`src/rtl/tcr_pkg.sv`:
```
`timescale 1ns/1ps
package tcr_pkg;
   localparam int FRAME_LEN   = 8;
   localparam int HDR_LEN     = 4;
   localparam int PAYLOAD_LEN = FRAME_LEN - HDR_LEN;
   localparam int PIN_W       = 8 * PAYLOAD_LEN;
   localparam int PTR_W       = $clog2(FRAME_LEN);

   localparam logic [7:0]  SOF_BYTE  = 8'hA5;
   localparam logic [23:0] OP_READ   = 24'hD1C1D1;
   localparam logic [23:0] OP_DRIVE  = 24'hC1D1D3;
   localparam logic [23:0] TAG_READ  = 24'hC1D1D2;
   localparam logic [23:0] TAG_ACK   = 24'hA1D1AC;
   localparam logic [7:0]  ACK_FILL  = 8'h5A;

   typedef logic [FRAME_LEN-1:0][7:0] frame_t;
   typedef logic [HDR_LEN-1:0][7:0]   header_t;
   typedef enum logic [1:0] {CMD_NONE, CMD_READ, CMD_DRIVE} cmd_e;
endpackage

```
`src/rtl/tcr_frame_rx.sv`:
```
`timescale 1ns/1ps
module tcr_frame_rx
   import tcr_pkg::*;
#(
   parameter int IDLE_CYCLES = 1000
) (
   input  logic       clk,
   input  logic       rst_n,
   input  logic       rx_valid,
   input  logic [7:0] rx_data,
   input  logic       hold,
   output logic       frame_done,
   output frame_t     frame_o
);
   localparam int IW = (IDLE_CYCLES > 2) ? $clog2(IDLE_CYCLES) : 1;

   logic [PTR_W-1:0]           cnt_q;
   logic [FRAME_LEN-2:0][7:0]  buf_q;
   logic                       accept;
   logic                       last;
   logic                       expire;

   assign accept     = rx_valid && !hold;
   assign last       = (cnt_q == PTR_W'(FRAME_LEN-1));
   assign frame_done = accept && last;

   always_comb begin
      for (int i = 0; i < FRAME_LEN-1; i++) frame_o[i] = buf_q[i];
      frame_o[FRAME_LEN-1] = rx_data;
   end

   always_ff @(posedge clk) begin
      if (!rst_n) begin
         cnt_q <= '0;
         buf_q <= '0;
      end else if (accept) begin
         for (int i = 0; i < FRAME_LEN-1; i++)
            if (cnt_q == PTR_W'(i)) buf_q[i] <= rx_data;
         cnt_q <= last ? '0 : cnt_q + 1'b1;
      end else if (expire) begin
         cnt_q <= '0;
      end
   end

   generate
      if (IDLE_CYCLES > 0) begin : g_timeout
         logic [IW-1:0] idle_q;
         always_ff @(posedge clk) begin
            if (!rst_n || accept || cnt_q == '0) idle_q <= '0;
            else if (idle_q != IW'(IDLE_CYCLES-1)) idle_q <= idle_q + 1'b1;
         end
         assign expire = (cnt_q != '0) && !accept && (idle_q == IW'(IDLE_CYCLES-1));
      end else begin : g_no_timeout
         assign expire = 1'b0;
      end
   endgenerate
endmodule

```
`config.mk`:
```
export PLATFORM = sky130hd
export DESIGN_NAME = tcr_frame_rx
export DESIGN_NICKNAME = d
export VERILOG_FILES = /design/src/rtl/tcr_pkg.sv /design/src/rtl/tcr_frame_rx.sv
export SDC_FILE = /design/constraint.sdc
export NUM_CORES = 1
export LEC_CHECK = 0
export ABC_AREA = 1
export BUFFER_PORTS_ARGS = -buffer_cell sky130_fd_sc_hd__buf_4
export CAP_MARGIN = 5
export CORE_ASPECT_RATIO = 1.5
export CORE_MARGIN = 4
export CORE_UTILIZATION = 46
export CTS_CLUSTER_DIAMETER = 40
export CTS_CLUSTER_SIZE = 25
export DETAILED_ROUTE_END_ITERATION = 6
export PLACE_DENSITY = 0.72
export REMOVE_ABC_BUFFERS = 1
export SYNTH_ARGS = -nofsm -noshare
export SYNTH_HDL_FRONTEND = slang
export SYNTH_SLANG_ARGS = --single-unit
```
`constraint.sdc`:
```
create_clock -name clk -period 1.5 [get_ports clk]
set_input_delay 0.3 -clock clk [delete_from_list [all_inputs] [get_ports clk]]
set_output_delay 0.3 -clock clk [all_outputs]
set_load 0.03 [all_outputs]
```
* Word-level counts from Yosys, hierarchy flattened
Index checks and enable logic that the tools add are counted.
Word-level totals: register bits 69, word-level logic and storage cells 42, input port bits 12, output and inout bits 65
Cells by class: reductions and logical operators 19, $add $sub $neg 2, muxes and demuxes 3, eq/ne operators 9
Operator list (count):
- AND reduction 2 bit | 7
- == test 3 bit, second input constant | 4
- adder 10 x 1 -> 10 bit, second input constant | 1
- == test 10 bit, second input constant | 1
- != test 10 bit, second input constant | 1
- 2-to-1 mux 3 bit | 3
- == test 3 x 2 -> 1 bit, second input constant | 2
- logical AND 1 bit | 4
- adder 3 x 1 -> 3 bit, second input constant | 1
- == test 3 x 1 -> 1 bit, second input constant | 1
- zero test 1 bit | 3
- zero test 3 bit | 1
- nonzero test 3 bit | 1
- logical OR 1 bit | 2
- nonzero test 2 bit | 1

* Depth between registers and ports, before layout
depth after elaboration 7, mapped depth 8, mapped depth without buffers 8

* Worst setup path before layout
Ideal clock, no wire load.
kind register -> output, start point register cnt_q[0], end point output port frame_done, arrival time 1.145 ns, stages on the path, launching flop included 5, path slack 0.055 ns, cells stage by stage dfxtp_1 > ha_1 > ha_1 > inv_1 > nor2_1
Between the ends: cells in the longest elaborated chain, start to end 2
RTL lines:
- start, declared | line tcr_frame_rx.sv:17 | logic [PTR_W-1:0] cnt_q;
- start signal, assigned | line tcr_frame_rx.sv:39 | cnt_q <= last ? '0 : cnt_q + 1'b1;
- == test 3 bit | line tcr_frame_rx.sv:24 | assign last = (cnt_q == PTR_W'(FRAME_LEN-1));
- logical AND 1 bit | line tcr_frame_rx.sv:25 | assign frame_done = accept && last;
- end, declared | line tcr_frame_rx.sv:12 | output logic frame_done,
Every way passes these cells.

* Worst setup path after layout
Ends and elaborated chain as after synthesis.

==> flow_summary.yaml <==
status:
  outcome: "finished, violations left"
  violations: "negative setup slack"
pwr:
  power_frac_clock_pct: 44.5
  p_switching_mw: 0.945
  power_frac_comb_pct: 9.0
  peakVddDrop_mv: 0.606
  p_leak_nw: 1.64
  swShare_pct: 23.4
  pwr-share-seq_pct: 46.5
  p_int_mw: 3.09
  power_density_nw_per_um2: 1080
logic_synthesis:
  synth_area_leaders: "dfxtp_1, nor2_1, o21ai_0"
  dominantRegCellSynth: "dfxtp_1"
  yosysTopAreaCellShare_pct: 50.5
  synthesis.area_um2: 2730
  ys_ff_latch: 69
  syn_area_per_cell_um2: 7.72
  synth.distinct_cells: 21
  yosysTopAreaCell: "dfxtp_1"
  syn-instance-count: 354
  yosysWarnings: 0
  seq_area_frac_synth_pct: 50.5
  synthArstFlopShare_pct: 0
  synth-edff-count: 0
layout:
  final_layout_size_suffix_gt1_share_pct: 30.5
  final_common_cell: "nor2_1"
  antenna_cells: 0
  syn_to_final_growth_pct: 37.3
  final_nets: 460
  mostFrequentLayoutCells: "nor2_1, buf_4, dfxtp_1"
  fin_util_pct: 64.9
grt:
  grt_util_met3_pct: 5.12
  grt_overflow: 0
  grt_max_degree: 50
  track_usage_pct: 19.9
  use_met1_pct: 19.9
  grt_pass1_vias: 2482
  grt_pass1_wl_um: 11300
  busiest_layer: "met2"
  antenna_found_initial: 0
  use_met2_pct: 38.1
timing:
  timing.hold.ws_ns: 0.275
  fmax_mhz: 633
  fin_crit_sh_pct: 105
  maxSlewViolCount: 0
  fin_crit_ns: 1.58
  setup_viol: 1
  timing.final.ws_setup_ns: -0.0786
  rsz0062_at_grt: "yes"
  finalClockSkew_ns: 0.00881
  tightest_slew_ns: 0.388
  relSlewSlack_pct: 74.1
  hold_viol: 0
floorplanning:
  die_h_um: 102
  dieArea_um2: 7270
  pin_count: 77
  num_rows: 34
  start_util_pct: 47.3
  core_area_um2: 5790
  dieWidth_um: 70.9
critical_path:
  crit_chain: "ha_4 > ha_4 > inv_2 > nor2_2 > buf_6"
  worstSetupEndpointType: "primary output"
  critPathMaxStageDelay_ns: 0.37
  path_delay_family: "flip-flops"
  crit_top_cell: "ha_4"
  crit_buf_inv: 2
  worstPathRequired_ns: 1.20
  worstSetupStartpointType: "register"
  critPathKind: "register to primary output"
  critPathSlowestCell: "dfxtp_4"
  arrival_ns: 1.28
  rrSetupSlack_ns: 0.06
  crit_fanout: 2
clock_network:
  path_clk_slew_ns: 0.07
  cts_buffer_depth: 2
  cts_tree: "done"
  htree_levels: 3
  clkLatencyLatePin_ns: 0.34
  cts-buffers-inserted: 9
  cts.root.buffer_cell: "clkbuf_8"
  cts.sinks: 69
flow_run:
  cap_violations: 0
routing:
  vias_per_cell: 5.06
  wl_um: 7300
  drt_iter0_markers: 246
  ant_nets: 0
  detail_route.wl_per_cell_um: 14.1
  drc: 0
  drtPass1Iterations: 4
  vias: 2621
place:
  place_congestion: 0.828
  portBuffers: 76
  hpwlAfterDp_um: 5140
hold_path:
  min_path_type: "primary input to register"
==> cell usage after synthesis (6+ instances only) <==
library cell,instances
a21oi_1,16
buf_4,8
clkbuf_1,7
dfxtp_1,69
ha_1,7
inv_1,18
inv_2,6
nand2_1,28
nand3_1,15
nor2_1,111
o21ai_0,49
==> flip-flops by register name, summed over array words and instances, names as in the netlist <==
name	cells
cnt_q	3
frame_o	56
g_timeout.idle_q	10
==> per-stage QoR <==
| stage | total power [mW] | cells | TNS (ns) | worst slack, ns | area, µm² |
|---|---|---|---|---|---|
| 2_1_floorplan | 2.07 | 338 | 0 | 0.0292 | 2640 |
| 3_3_place_gp | 2.25 | 495 | 0 | 0.145 | 3360 |
| 3_5_place_dp | 2.25 | 495 | 0 | 0.0944 | 3360 |
| 4_1_cts | 4.04 | 514 | -0.0670 | -0.0670 | 3650 |
| 5_1_grt | 4.19 | 518 | -0.324 | -0.128 | 3750 |
| 6_report | 4.04 | 518 | -0.0786 | -0.0786 | 3750 |
==> power by group through the flow <==
| stage | clock network (mW) | registers, mW | logic, mW |
|---|---|---|---|
| 2_1_floorplan | 0 | 1.97 | 0.100 |
| 3_3_place_gp | 0 | 1.92 | 0.323 |
| 3_5_place_dp | 0 | 1.92 | 0.329 |
| 4_1_cts | 1.82 | 1.88 | 0.338 |
| 5_1_grt | 1.91 | 1.88 | 0.392 |
| 6_report | 1.80 | 1.88 | 0.362 |
==> tightest hold or removal path, stage by stage <==
cell    delay, ns
buf_4        0.14
nor2_1       0.05
nor2_1       0.08
==> timing repair <==
| action | in CTS | in global routing |
|---|---|---|
| hold buffers | 0 | 0 |
| setup endpoints to repair | 1 | 52 |
| pin swaps | 2 | 6 |
| buffers inserted | 3 | 4 |
| resized for setup | 10 | 23 |
| gates cloned | 0 | 0 |
==> cell type report <==
type | count | area, µm²
fill | 524 | 2030
tap | 72 | 90.1
timing repair buffer | 92 | 706
inverter | 24 | 100
clock buffer | 10 | 128
clock inverter | 6 | 111
multi-input combinational | 245 | 1230
sequential | 69 | 1390
==> path summary, 6_finish.rpt <==
check	from	endpoint	cells after the start
setup reg to reg	cnt_q[1]$_SDFFE_PN0P_	frame_o[42]$_SDFFE_PN0P_	6
hold reg to reg	frame_o[24]$_SDFFE_PN0P_	frame_o[24]$_SDFFE_PN0P_	2
setup / recovery	cnt_q[0]$_SDFFE_PN0P_	frame_done	5
hold / removal	rx_data[7]	frame_o[55]$_SDFFE_PN0P_	3
==> layer usage <==
metal  vias up  share of wire, %
li1       1306                 -
met1      1226                37
met2        72                56
met3        17               5.2
met4         0               2.3
met5         -                 0
==> logic make-up (layout without fill, tap and decap cells) <==
| logic type | after synthesis | after routing | share of synthesized area, % |
|---|---|---|---|
| xor gates and xnor gates | 3 | 3 | 0.961 |
| and+or+nand+nor | 167 | 167 | 26.0 |
| DFF | 69 | 69 | 50.5 |
| buffers and inverters | 40 | 132 | 6.86 |
| adders and majority gates | 7 | 7 | 3.20 |
| AOI/OAI and AO/OA | 68 | 68 | 12.4 |
Note: power is estimated with default switching activity, not from simulation.
